===== src/rtl/utx_pkg.sv =====
package utx_pkg;

  localparam int unsigned MAX_DATA  = 8;
  localparam int unsigned FRAME_MAX = MAX_DATA + 4;  // start, data, parity, two stops
  localparam int unsigned IDX_W     = $clog2(FRAME_MAX);

  typedef enum logic [1:0] {
    SEQ_IDLE  = 2'd0,
    SEQ_ARMED = 2'd1,
    SEQ_SEND  = 2'd2
  } seq_state_t;

  // number of data bits for a length code
  function automatic int unsigned data_count(input logic [1:0] len_code);
    return 32'd5 + 32'(len_code);
  endfunction

  // parity codes with the top bit set carry a parity slot
  function automatic logic has_parity(input logic [2:0] par_code);
    return par_code[2];
  endfunction

  // index of the final stop bit within the frame
  function automatic int unsigned last_index(input logic [1:0] len_code,
                                             input logic       two_stop,
                                             input logic [2:0] par_code);
    return data_count(len_code) + 32'(has_parity(par_code)) + (two_stop ? 32'd2 : 32'd1);
  endfunction

  // parity slot value given the parity of the masked data ones
  function automatic logic parity_slot(input logic [2:0] par_code, input logic ones_odd);
    case (par_code[1:0])
      2'd0:    return ~ones_odd;  // odd total
      2'd1:    return ones_odd;   // even total
      2'd2:    return 1'b1;
      default: return 1'b0;
    endcase
  endfunction

endpackage


===== src/rtl/utx_frame_build.sv =====
module utx_frame_build #(
  parameter int unsigned MAX_DATA  = utx_pkg::MAX_DATA,
  parameter int unsigned FRAME_MAX = MAX_DATA + 4,
  parameter int unsigned IDX_W     = $clog2(FRAME_MAX)
) (
  input  logic [MAX_DATA-1:0]  data_in,
  input  logic [1:0]           len_code,
  input  logic                 two_stop,
  input  logic [2:0]           par_code,
  output logic [FRAME_MAX-1:0] frame_bits,
  output logic [IDX_W-1:0]     last_idx
);

  int unsigned         nd;
  logic [MAX_DATA-1:0] masked;
  logic                ones_odd;
  logic                par_bit;

  assign nd = utx_pkg::data_count(len_code);

  for (genvar g = 0; g < MAX_DATA; g++) begin : g_mask
    assign masked[g] = data_in[g] & (32'(g) < nd);
  end

  assign ones_odd = ^masked;
  assign par_bit  = utx_pkg::parity_slot(par_code, ones_odd);
  assign last_idx = IDX_W'(utx_pkg::last_index(len_code, two_stop, par_code));

  always_comb begin
    frame_bits    = '1;     // stop bits and padding high
    frame_bits[0] = 1'b0;   // start bit
    for (int i = 0; i < MAX_DATA; i++) begin
      if (32'(i) < nd) frame_bits[1 + i] = data_in[i];
    end
    if (utx_pkg::has_parity(par_code)) frame_bits[IDX_W'(nd + 1)] = par_bit;
  end

endmodule


===== src/rtl/utx_brk_ctl.sv =====
module utx_brk_ctl (
  input  logic clk,
  input  logic rst_n,
  input  logic brk_req,
  input  logic bit_tick,
  output logic line_low
);

  logic hold_q;

  always_ff @(posedge clk or negedge rst_n) begin
    if (!rst_n)        hold_q <= 1'b0;
    else if (brk_req)  hold_q <= 1'b1;
    else if (bit_tick) hold_q <= 1'b0;
  end

  assign line_low = brk_req | hold_q;

  AST_BREAK_RELEASE: assert property (@(posedge clk) disable iff (!rst_n)
    (brk_req && !bit_tick) |=> line_low);

endmodule


===== src/rtl/utx_bit_seq.sv =====
module utx_bit_seq #(
  parameter int unsigned FRAME_MAX = utx_pkg::FRAME_MAX,
  parameter int unsigned IDX_W     = $clog2(FRAME_MAX)
) (
  input  logic                 clk,
  input  logic                 rst_n,
  input  logic                 load,
  input  logic [FRAME_MAX-1:0] frame_in,
  input  logic [IDX_W-1:0]     last_in,
  input  logic                 bit_tick,
  output logic                 idle,
  output logic                 armed,
  output logic                 sending,
  output logic                 cur_bit,
  output logic                 start_evt,
  output logic                 done_evt
);

  import utx_pkg::*;

  seq_state_t           state_q;
  logic [FRAME_MAX-1:0] frame_q;
  logic [IDX_W-1:0]     last_q;
  logic [IDX_W-1:0]     idx_q;

  assign idle      = (state_q == SEQ_IDLE);
  assign armed     = (state_q == SEQ_ARMED);
  assign sending   = (state_q == SEQ_SEND);
  assign cur_bit   = frame_q[idx_q];
  assign start_evt = armed & bit_tick;
  assign done_evt  = sending & bit_tick & (idx_q == last_q);

  always_ff @(posedge clk or negedge rst_n) begin
    if (!rst_n) begin
      state_q <= SEQ_IDLE;
      frame_q <= '1;
      last_q  <= '0;
      idx_q   <= '0;
    end else begin
      case (state_q)
        SEQ_IDLE: if (load) begin
          frame_q <= frame_in;
          last_q  <= last_in;
          state_q <= SEQ_ARMED;
        end
        SEQ_ARMED: if (bit_tick) begin
          idx_q   <= '0;
          state_q <= SEQ_SEND;
        end
        SEQ_SEND: if (bit_tick) begin
          if (idx_q == last_q) state_q <= SEQ_IDLE;
          else                 idx_q   <= idx_q + 1'b1;
        end
        default: state_q <= SEQ_IDLE;
      endcase
    end
  end

  AST_ARMED_WAITS: assert property (@(posedge clk) disable iff (!rst_n)
    (armed && !bit_tick) |=> armed);
  AST_INDEX_HOLDS: assert property (@(posedge clk) disable iff (!rst_n)
    (sending && !bit_tick) |=> (sending && $stable(idx_q)));
  AST_DONE_TO_IDLE: assert property (@(posedge clk) disable iff (!rst_n)
    done_evt |=> idle);
  AST_LAST_RANGE: assert property (@(posedge clk) disable iff (!rst_n)
    !idle |-> (32'(last_q) >= 32'd6 && 32'(last_q) < FRAME_MAX));
  AST_STOP_HIGH: assert property (@(posedge clk) disable iff (!rst_n)
    (sending && idx_q == last_q) |-> cur_bit);

endmodule


===== src/rtl/uart_frame_tx.sv =====
module uart_frame_tx #(
  parameter int unsigned DATA_BITS = utx_pkg::MAX_DATA,
  localparam int unsigned FRAME_LEN = DATA_BITS + 4,
  localparam int unsigned IDX_W     = $clog2(FRAME_LEN)
) (
  input  logic                 clk,
  input  logic                 rst_n,
  input  logic                 in_valid,
  input  logic [DATA_BITS-1:0] in_data,
  output logic                 in_ready,
  input  logic [1:0]           cfg_len,
  input  logic                 cfg_two_stop,
  input  logic [2:0]           cfg_parity,
  input  logic                 brk_req,
  input  logic                 bit_tick,
  output logic                 txd,
  output logic                 tx_buf_empty,
  output logic                 tx_line_idle
);

  logic [FRAME_LEN-1:0] frame_bits;
  logic [IDX_W-1:0]     last_idx;
  logic                 line_low;
  logic                 seq_idle, seq_armed, seq_sending, seq_bit;
  logic                 start_evt, done_evt;
  logic                 accept;

  utx_frame_build #(.MAX_DATA(DATA_BITS), .FRAME_MAX(FRAME_LEN), .IDX_W(IDX_W)) u_build (
    .data_in    (in_data),
    .len_code   (cfg_len),
    .two_stop   (cfg_two_stop),
    .par_code   (cfg_parity),
    .frame_bits (frame_bits),
    .last_idx   (last_idx)
  );

  utx_brk_ctl u_brk (
    .clk      (clk),
    .rst_n    (rst_n),
    .brk_req  (brk_req),
    .bit_tick (bit_tick),
    .line_low (line_low)
  );

  utx_bit_seq #(.FRAME_MAX(FRAME_LEN), .IDX_W(IDX_W)) u_seq (
    .clk       (clk),
    .rst_n     (rst_n),
    .load      (accept),
    .frame_in  (frame_bits),
    .last_in   (last_idx),
    .bit_tick  (bit_tick),
    .idle      (seq_idle),
    .armed     (seq_armed),
    .sending   (seq_sending),
    .cur_bit   (seq_bit),
    .start_evt (start_evt),
    .done_evt  (done_evt)
  );

  assign in_ready     = seq_idle & ~line_low;
  assign accept       = in_valid & in_ready;
  assign txd          = ~line_low & (~seq_sending | seq_bit);
  assign tx_buf_empty = ~seq_armed;
  assign tx_line_idle = seq_idle & ~line_low;

  AST_BREAK_LOW: assert property (@(posedge clk) disable iff (!rst_n)
    brk_req |=> !txd);
  AST_ACCEPT_BLOCKS: assert property (@(posedge clk) disable iff (!rst_n)
    accept |=> (!in_ready && !tx_line_idle && !tx_buf_empty));
  AST_START_LOW: assert property (@(posedge clk) disable iff (!rst_n)
    (start_evt && !brk_req) |=> !txd);
  AST_ARMED_LINE_HIGH: assert property (@(posedge clk) disable iff (!rst_n)
    (accept && !brk_req) |=> txd);

endmodule


===== config.mk =====
export PLATFORM = sky130hd
export DESIGN_NAME = uart_frame_tx
export DESIGN_NICKNAME = d
export VERILOG_FILES = /design/src/rtl/utx_pkg.sv /design/src/rtl/utx_frame_build.sv /design/src/rtl/utx_brk_ctl.sv /design/src/rtl/utx_bit_seq.sv /design/src/rtl/uart_frame_tx.sv
export SDC_FILE = /design/constraint.sdc
export NUM_CORES = 1
export LEC_CHECK = 0
export ABC_CLOCK_PERIOD_IN_PS = 1950
export BUFFER_PORTS_ARGS = -buffer_cell sky130_fd_sc_hd__clkbuf_2
export CAP_MARGIN = 20
export CORE_ASPECT_RATIO = 0.6
export CORE_UTILIZATION = 35
export CTS_CLUSTER_DIAMETER = 40
export DETAILED_ROUTE_END_ITERATION = 6
export SLEW_MARGIN = 15
export SYNTH_ARGS = -nofsm -noshare
export SYNTH_HDL_FRONTEND = slang
export SYNTH_SLANG_ARGS = --single-unit

===== constraint.sdc =====
create_clock -name clk -period 1.95 [get_ports clk]
set_input_delay 0.195 -clock clk [delete_from_list [all_inputs] [get_ports clk]]
set_output_delay 0.195 -clock clk [all_outputs]
set_load 0.01 [all_outputs]

==> results of run 1 <==
logic make-up after synthesis:
group                      after synthesis  share of synthesized area, %
AOI/OAI and AO/OA                       35                          15.1
xor gates and xnor gates                12                          8.96
adders and majority gates               13                          11.6
buffers and inverters                   20                          5.37
DFF                                     23                          38.4
muxes                                    4                          5.05
and+or+nand+nor                         49                          15.6
sequential cells by signal, summed over array words and instances (netlist names):
name / count
u_seq.frame_q: 12
u_seq.idx_q: 4
u_seq.last_q: 4
u_seq.state_q: 2
u_brk.hold_q: 1
final cells by class:
| class | instances | area (um2) |
|---|---|---|
| fillers | 412 | 2310 |
| inverters | 13 | 48.8 |
| multi-input cells | 113 | 866 |
| clock buffers | 4 | 45.0 |
| flip-flops and latches | 23 | 592 |
| repair buffers | 37 | 225 |
| well taps | 60 | 75.1 |
worst register-to-register path, cell delays in order (launching register included):
cell and delay, ns:
dfrtp_2 0.46, buf_4 0.15, xnor2_1 0.13, a41oi_2 0.31
and4_1 0.28, o21ai_1 0.07, a22o_1 0.24
synthesized netlist by cell type (all sizes together):
library cell and count:
xnor2 10, a21o 1, a31oi 1, nor2 9, dfstp 12, nand2b 1
a211oi 2, a21oi 5, fa 2, o31ai 2, nand3 2, a22o 2
nor4 1, nand3b 1, nor2b 3, and3 3, nor3 2, mux2i 1
a41oi 4, nand4 1, inv 13, xnor3 1, nand2 23, buf 3
mux4 3, and4 1, a311oi 1, a2111oi 1, o22ai 1, clkbuf 4
and2 2, o32ai 1, ha 11, o21ai 14, dfrtp 11, xor2 1
power groups by stage:
stage / sequential, uW / clock, uW / combinational, uW
2_1_floorplan: 668 / 0 / 378
3_3_place_gp: 720 / 0 / 460
6_report: 718 / 289 / 490
3_5_place_dp: 729 / 0 / 474
5_1_grt: 733 / 322 / 548
4_1_cts: 720 / 299 / 493
per-stage QoR:
| stage | cells | setup slack, ns | utilization, % | setup TNS, ns |
|---|---|---|---|---|
| after floorplan | 156 | 0.105 | - | 0 |
| after global placement | 244 | -0.0656 | 42.9 | -0.274 |
| after detailed placement | 244 | -0.163 | 42.9 | -0.956 |
| after CTS | 250 | -0.0730 | 44.4 | -0.0730 |
| after global routing | 250 | -0.216 | 44.4 | -0.216 |
| final | 250 | -0.0727 | 44.4 | -0.0727 |
per-layer routing:
layer	global-route usage (%)	part of all wire [%]	up-vias
li1	-	-	606
met1	23.1	49	565
met2	26.8	46	20
met3	3.28	4.3	2
met4	3.28	0.48	0
met5	0	0	-
path summary, 6_finish.rpt:
check                                   end  cells after the start
setup / recovery                        txd                      6
min in group asynchronous  u_seq.state_q[0]                      2
setup reg to reg             u_seq.idx_q[3]                      6
hold reg to reg            u_seq.frame_q[3]                      2
max in group asynchronous    u_seq.idx_q[0]                      2
hold / removal             u_seq.frame_q[3]                      3
timing repair:
action,4_1_cts,5_1_grt
pin swaps,0,3
resized for setup,1,1
hold endpoints to repair,11,0
setup endpoints to repair,1,4
hold buffers,1,0
buffers inserted,1,0
==> run_results.csv, run 1 <==
group,metric,value,unit
outcome,outcome,"finished, violations left",
outcome,failed_checks,"setup timing",
critical_path,critical_path_class,"reg -> out",
place,dpl_cell_area,1790,um2
critical_path,max_stage_delay,0.53,ns
clock_network,cts_max_path_buffers,2,
clock_network,clockRootBuffer,"clkbuf_8",
clock_network,cts_inserted_buffers,3,
die,num_rows,18,
clock_network,clk_pin_slew,0.08,ns
pwr,combPwrFrac,32.7,%
critical_path,path_max_fanout,5,
finish,finalNetCount,223,
routing,firstDrtPassIters,4,
synth,yosys_warnings,0,
grt,antenna_found_initial,0,
critical_path,endpoint_kind,"output port",
routing,viasPerCell,4.77,
hold_path,min-delay-start,"in_data[2]",
pwr,finalPower,1500,uW
grt,grt_first_pass_wirelength,5690,um
die,die_h,53.3,um
synth,synthCells,156,
routing,vias,1193,
pwr,internal_power,1020,uW
routing,wire_per_inst,13.5,um
sta,fin_crit,2.02,ns
place,gp_congestion,0.744,
synth,yosysTopAreaCell,"dfstp_2",
die,fp.dieArea,4670,um2
grt,grt_pass1_vias,1188,
critical_path,path_delay_family,"multiplexers",
clock_network,cts_sinks,23,
sta,setup_slack,-0.0727,ns
sta,rsz0062_at_grt,"yes",
critical_path,worst-path-buf-inv,1,
finish,final_layout_size_suffix_gt1_share,31.6,%
synth,synth.area.top_cells,"dfstp_2, dfrtp_1, ha_1, xnor2_1, nand2_1",
sta,max_slew.worst_pin.slew,0.511,ns
synth,yosys_register_bits,23,
grt,overflow,0,
place,port-buffer-count,22,
critical_path,crit_arrival,1.83,ns
synth,synth_area,1540,um2
routing,wl,3370,um
sta,final.period_utilization,104,%
pwr,power_switching,473,uW
sta,fin_skew,0.00169,ns
finish,final_cell_mix,"nand2_1, clkbuf_2, buf_4",
finish,postLayoutCellArea,1850,um2
die,fp.coreArea,4170,um2
routing,ant_nets,0,
sta,maxSlewHeadroom,65.1,%
critical_path,rrSetupSlack,0.20,ns
place,hpwl,2660,um
die,die_w,87.5,um
finish,area_growth,20.5,%
clock_network,cts.htree.levels,1,
sta,whs,0.132,ns
die,start_util,36.9,%
grt,grt_max_degree,24,
synth,syn_area_per_cell,9.85,um2
pwr,p_per_area,808,nW/um2
critical_path,critPathLaunchType,"flop",
sta,hold_viol,0,
synth,ys_types,41,
routing,drc,0,
clock_network,clk_latency,0.26,ns
hold_path,hold_class,"in -> reg",
critical_path,startpoint,"u_seq.idx_q[0]",
flow_run,drv_cap,0,
sta,drv_slew,0,
pwr,p_seq_share,47.9,%
critical_path,r2r_start,"u_seq.idx_q[0]",
die,io_pins,23,
pwr,power.leakage,0.000820,uW
synth,synth_top_area_share,20.5,%
synth,syn_nets,188,
sta,finalSetupViolations,1,
critical_path,crit_chain,"mux4_2 -> nand2_1 -> a21oi_1 -> a311oi_1 -> nor3_1 -> clkbuf_2",
grt,grt.total_usage,16.6,%
pwr,clockPowerShare,19.3,%
pwr,ir_drop,0.268,mV
critical_path,required,1.75,ns
routing,dr.first_iter.drc_count,82,
pwr,p_sw_share,31.6,%
finish,final_common_cell,"nand2_1",
synth,ys_seq_area_share,38.4,%
critical_path,cp_slowest_cell,"mux4_2",
sta,clock.fmax,494,MHz
clock_network,cts_tree,"done",
finish,antenna_cells,0,
(Power assumes the default switching activity.)
==> run 2, diff against run 1 <==
--- a/config.mk
+++ b/config.mk
@@ -15,4 +15,5 @@
 export SLEW_MARGIN = 15
 export SYNTH_ARGS = -nofsm -noshare
 export SYNTH_HDL_FRONTEND = slang
+export SYNTH_HIERARCHICAL = 1
 export SYNTH_SLANG_ARGS = --single-unit
==> run 2 against run 1 <==
  * The flow still finishes with violations (setup timing)
  * Final cell count grew 4.0%
  * Final area grew 17%
  * Global-route usage decreased by 1.5 points
  * Clock skew is 0.0015 ns higher
  * Routed wire length grew 9.7%
  * Die area grew 10%
  * First-iteration DRC count decreased by 37%
  * Largest power group is now combinational cells
  * Total power increased by 55%
  * Critical path type is now in -> reg
  * Sequential power increased by 34%
==> run_results.csv, run 2 <==
group,metric,value,unit
outcome,outcome,"finished, violations left",
outcome,failed_checks,"setup timing",
finish,n_fill_cell,440,
sta,whs,0.120,ns
grt,antenna_found_initial,0,
finish,regMostFlops,"u_seq/frame_q",
place,hpwl,2770,um
critical_path,critPathLaunchType,"input pin",
die,die_w,92.0,um
clock_network,cts.htree.levels,1,
sta,fin_skew,0.00322,ns
sta,maxSlewHeadroom,62.7,%
finish,finalNetCount,230,
routing,wl,3690,um
critical_path,required,2.14,ns
routing,drc,0,
critical_path,r2r_cells,6,
critical_path,endpoint_kind,"flop",
synth,syn_nets,193,
pwr,p_per_area,1070,nW/um2
finish,antenna_cells,0,
synth,synthCells,161,
critical_path,path_max_fanout,6,
grt,overflow,0,
finish,post-route-util,47.1,%
sta,max_slew.worst_pin.slew,0.560,ns
pwr,ir_drop,0.499,mV
clock_network,cts_inserted_buffers,3,
die,start_util,36.8,%
sta,fin_crit,1.98,ns
sta,rsz0062_at_grt,"yes",
finish,final_cell_mix,"clkbuf_2, buf_4",
routing,dr.first_iter.drc_count,52,
routing,wire_per_inst,14.2,um
grt,grt.total_usage,15.1,%
clock_network,cts_tree,"done",
clock_network,clk_pin_slew,0.08,ns
sta,drv_slew,0,
critical_path,crit_arrival,2.17,ns
critical_path,critical_path_class,"in -> reg",
clock_network,clockRootBuffer,"clkbuf_8",
pwr,power.leakage,0.000951,uW
place,gp_congestion,0.776,
hold_path,holdPathStages,2,
sta,setup-tns-final,-0.0438,ns
finish,largest_registers,"u_seq/frame_q: 12 flops, u_seq/idx_q: 4 flops, u_seq/last_q: 4 flops",
clock_network,clk_latency,0.26,ns
die,fp.dieArea,5150,um2
finish,final_common_cell,"clkbuf_2",
place,port-buffer-count,22,
grt,grt_pass1_vias,1318,
routing,ant_nets,0,
die,die_h,56.0,um
sta,clock.fmax,505,MHz
hold_path,hold_path_end,"u_brk/hold_q",
hold_path,hold_class,"in -> reg",
die,fp.coreArea,4610,um2
critical_path,rrSetupSlack,0.18,ns
grt,grt_max_degree,24,
sta,final.period_utilization,102,%
routing,viasPerCell,5.06,
flow_run,drv_cap,0,
critical_path,r2r-end,"u_seq/last_q[1]",
sta,hold_viol,0,
routing,vias,1315,
sta,setup_slack,-0.0304,ns
die,io_pins,23,
finish,largest_register_ffs,12,
hold_path,min-delay-start,"brk_req",
finish,area_growth,27.8,%
finish,final_layout_size_suffix_gt1_share,49.2,%
critical_path,r2r_start,"u_seq/state_q[0]",
synth,syn_area_per_cell,10.6,um2
clock_network,cts_sinks,23,
synth,synth_area,1700,um2
routing,firstDrtPassIters,4,
sta,finalSetupViolations,3,
clock_network,cts_max_path_buffers,2,
synth,yosys_warnings,6,
grt,grt_first_pass_wirelength,6070,um
die,num_rows,19,
run 2: cell count changes in the layout (fill, tap and decap cells not counted), sizes merged, moves of 5 or more:
cell / before / now
buf: 14 / 21
mux2: 0 / 16
nand2: 23 / 12
o21ai: 14 / 7
xnor2: 10 / 5
run 2: metal layers:
metal	vias up	part of all wire, %	global-route usage (%)
li1	632	-	-
met1	649	49	21.4
met4	0	0.92	3.57
met2	30	47	23.3
met3	4	3.5	3.55
met5	-	0	0
run 2: report_power, final:
part	leakage, uW	internal [uW]	switching (uW)	total, uW
combinational	0.000670	588	477	1060
sequential	0.000255	781	181	962
clock	0.0000255	143	154	297
total	0.000951	1510	812	2320
run 2: final cells by class:
class,count,area (um2),share of cell area (%)
inverters,15,68.8,3.17
flip-flops and latches,23,593,27.3
well taps,63,78.8,3.63
multi-input cells,113,1090,50.3
clock buffers,3,41.3,1.90
clock inverters,1,5.00,0.231
repair buffers,42,293,13.5
run 2: critical path, cell delays in order:
cell and delay, ns:
buf_12 0.11, clkinv_8 0.04, ha_4 0.13, inv_2 0.04, ha_4 0.16, nor2b_4 0.12, xnor2_2 0.11, xnor3_2 0.51
nor3_4 0.32, o2111ai_2 0.16, mux2_4 0.28
run 2: through the flow:
stage / instance area, um2 / cells / power, uW / setup slack (ns)
floorplan: 1730 / 161 / 1630 / 0.0134
global placement: 1980 / 249 / 1860 / -0.247
detailed placement: 1980 / 249 / 1900 / -0.294
CTS: 2040 / 255 / 2230 / 0.00872
global route: 2170 / 260 / 2490 / -0.104
finish: 2170 / 260 / 2320 / -0.0304
run 2: worst max-delay path by stage:
stage	startpoint	end	slack [ns]
floorplan	cfg_len[0]	u_seq/frame_q[11]	0.01
global placement	cfg_len[1]	u_seq/frame_q[5]	-0.25
detailed placement	cfg_len[1]	u_seq/frame_q[11]	-0.29
CTS	u_seq/idx_q[0]	txd	0.009
global route	cfg_len[0]	u_seq/frame_q[11]	-0.10
finish	cfg_len[0]	u_seq/frame_q[11]	-0.03
run 2: what timing repair did:
action | in CTS | in global routing
hold endpoints to repair | 11 | 0
setup endpoints to repair | 2 | 10
hold buffers | 1 | 0
pin swaps | 1 | 6
cloned | 0 | 0
resized for setup | 1 | 29
setup buffers | 1 | 5
==> run 3, diff against run 2 <==
--- a/config.mk
+++ b/config.mk
@@ -9,9 +9,11 @@
 export BUFFER_PORTS_ARGS = -buffer_cell sky130_fd_sc_hd__clkbuf_2
 export CAP_MARGIN = 20
 export CORE_ASPECT_RATIO = 0.6
+export CORE_MARGIN = 1.5
 export CORE_UTILIZATION = 35
 export CTS_CLUSTER_DIAMETER = 40
 export DETAILED_ROUTE_END_ITERATION = 6
+export HOLD_SLACK_MARGIN = 0.1
 export SLEW_MARGIN = 15
 export SYNTH_ARGS = -nofsm -noshare
 export SYNTH_HDL_FRONTEND = slang
==> run 3 against run 2 <==
  * The run now ends clean
  * Largest power group unchanged
  * First-iteration DRC count is 90% higher
  * Critical path type is now reg -> out
  * Critical path depth is 5 lower
  * Final cell count is 1.5% lower
  * Count of clock-buffer cells in the layout stayed put
  * Critical endpoint is now txd
  * Routed wire length is 2.4% higher
  * Total power is 2.2% lower
  * Final area is 0.98% lower
==> run_results.csv, run 3 (same netlist as run 2, synthesis figures left out) <==
group,metric,value,unit
place,hpwl,2840,um
finish,largest_register_ffs,12,
finish,finalNetCount,226,
routing,wl,3780,um
clock_network,clk_latency,0.28,ns
grt,overflow,0,
die,num_rows,19,
critical_path,crit_arrival,1.72,ns
sta,clock.fmax,521,MHz
critical_path,critical_path_class,"reg -> out",
die,io_pins,23,
critical_path,r2r_cells,5,
die,die_w,93.0,um
routing,vias,1257,
pwr,internal_power,1480,uW
place,place_inst,250,
finish,regArea,592,um2
clock_network,cts_sinks,23,
routing,firstDrtPassIters,5,
grt,grt.total_usage,14.9,%
finish,final_cell_mix,"clkbuf_2, buf_4, mux2_2",
die,fp.dieArea,5300,um2
die,die_h,57.0,um
routing,wire_per_inst,14.8,um
sta,final.period_utilization,98.4,%
routing,dr.first_iter.drc_count,99,
sta,finalSetupViolations,0,
sta,rsz0062_at_grt,"yes",
finish,fin_cells,256,
die,start_util,36.8,%
pwr,combPwrFrac,43.9,%
finish,final_common_cell,"clkbuf_2",
flow_run,drv_cap,0,
finish,post-route-util,46.6,%
pwr,p_sw_share,34.9,%
grt,grt_pass1_vias,1255,
sta,maxSlewHeadroom,57.7,%
sta,fin_crit,1.92,ns
die,fp.coreArea,4610,um2
finish,final_layout_size_suffix_gt1_share,49.7,%
critical_path,path_max_fanout,4,
pwr,power.leakage,0.000935,uW
sta,fin_skew,0.00340,ns
pwr,p_seq_share,42.2,%
clock_network,cts_tree,"done",
sta,hold_viol,0,
finish,antenna_cells,0,
sta,setup-tns-final,0,ns
outcome,outcome,"finished clean",
place,port-buffer-count,22,
routing,viasPerCell,4.91,
pwr,power_switching,793,uW
finish,area_growth,26.5,%
finish,postLayoutCellArea,2150,um2
grt,grt_first_pass_wirelength,6070,um
hold_path,holdPathStages,2,
clock_network,cts_inserted_buffers,3,
finish,regMostFlops,"u_seq/frame_q",
finish,largest_registers,"u_seq/frame_q: 12 flops, u_seq/idx_q: 4 flops, u_seq/last_q: 4 flops",
place,dpl_cell_area,1980,um2
critical_path,endpoint_kind,"output port",
clock_network,clk_pin_slew,0.09,ns
critical_path,required,1.75,ns
pwr,p_per_area,1060,nW/um2
pwr,ir_drop,0.461,mV
sta,drv_slew,0,
critical_path,crit_chain,"mux4_2 -> mux2i_1 -> o21ai_1 -> inv_1 -> a21oi_1 -> clkbuf_2",
clock_network,cts_max_path_buffers,2,
critical_path,max_stage_delay,0.52,ns
critical_path,critPathLaunchType,"flop",
place,gp_congestion,0.780,
hold_path,hold_class,"in -> reg",
routing,ant_nets,0,
routing,drc,0,
clock_network,clockRootBuffer,"clkbuf_8",
pwr,clockPowerShare,13.9,%
finish,n_fill_cell,446,
grt,antenna_found_initial,0,
clock_network,cts.htree.levels,1,
finish,multi_input_area,1120,um2
sta,max_slew.worst_pin.slew,0.629,ns
pwr,finalPower,2270,uW
critical_path,cp_slowest_cell,"mux4_2",
critical_path,rrSetupSlack,0.17,ns
grt,grt_max_degree,24,
-- run 3: changes by cell type in the layout (fill, tap and decap cells not counted), moves of 2 or more --
cell	before	now
buf_4	19	15
o31ai_1	3	1
mux2_4	4	1
mux2_2	12	15
-- run 3: cell type report --
type,count,area share [%]
multi-input cells,113,52.0
repair buffers,38,11.8
flip-flops and latches,23,27.5
inverters,15,2.85
well taps,63,3.67
clock inverters,1,0.233
clock buffers,3,1.92
-- run 3: per-layer routing --
layer  track usage [%]  wire (um)
met1              21.6       1880
met2              23.8       1720
met3              3.07        174
met4              1.95         11
met5                 0          0
-- run 3: worst paths after layout --
| kind | start | to |
|---|---|---|
| max | u_seq/idx_q[0] | txd |
| min | brk_req | u_brk/hold_q |
| max reg2reg | u_seq/idx_q[0] | u_seq/idx_q[3] |
| min reg2reg | u_brk/hold_q | u_brk/hold_q |
| max in group asynchronous | rst_n | u_seq/idx_q[0] |
| min in group asynchronous | rst_n | u_seq/idx_q[1] |
-- run 3: power by group through the flow --
stage | combinational [uW] | sequential (uW) | clock, uW
2_1_floorplan | 738 | 890 | 0
3_3_place_gp | 927 | 947 | 0
3_5_place_dp | 946 | 971 | 0
4_1_cts | 961 | 962 | 316
5_1_grt | 1090 | 990 | 338
6_report | 997 | 959 | 316
-- run 3: what timing repair did --
action,CTS,global route
setup buffers,0,1
endpoints found under the setup margin,8,9
hold endpoints to repair,11,0
pin swaps,1,2
hold buffers,1,0
gates resized for setup,4,25
-- run 3: metrics by stage --
step	hold slack, ns	setup WS, ns
after CTS	0.116	-0.00342
after floorplan	-0.101	0.0134
after global placement	0.213	-0.253
after detailed placement	0.230	-0.332
after global routing	0.125	-0.0500
final	0.112	0.0321
-- run 3: critical path, delay by kind of cell, from the launching register on --
kind	cells	cell delay (ns)
mux	2	0.66
flops	1	0.43
buf+inv	2	0.20
compound gates	2	0.15
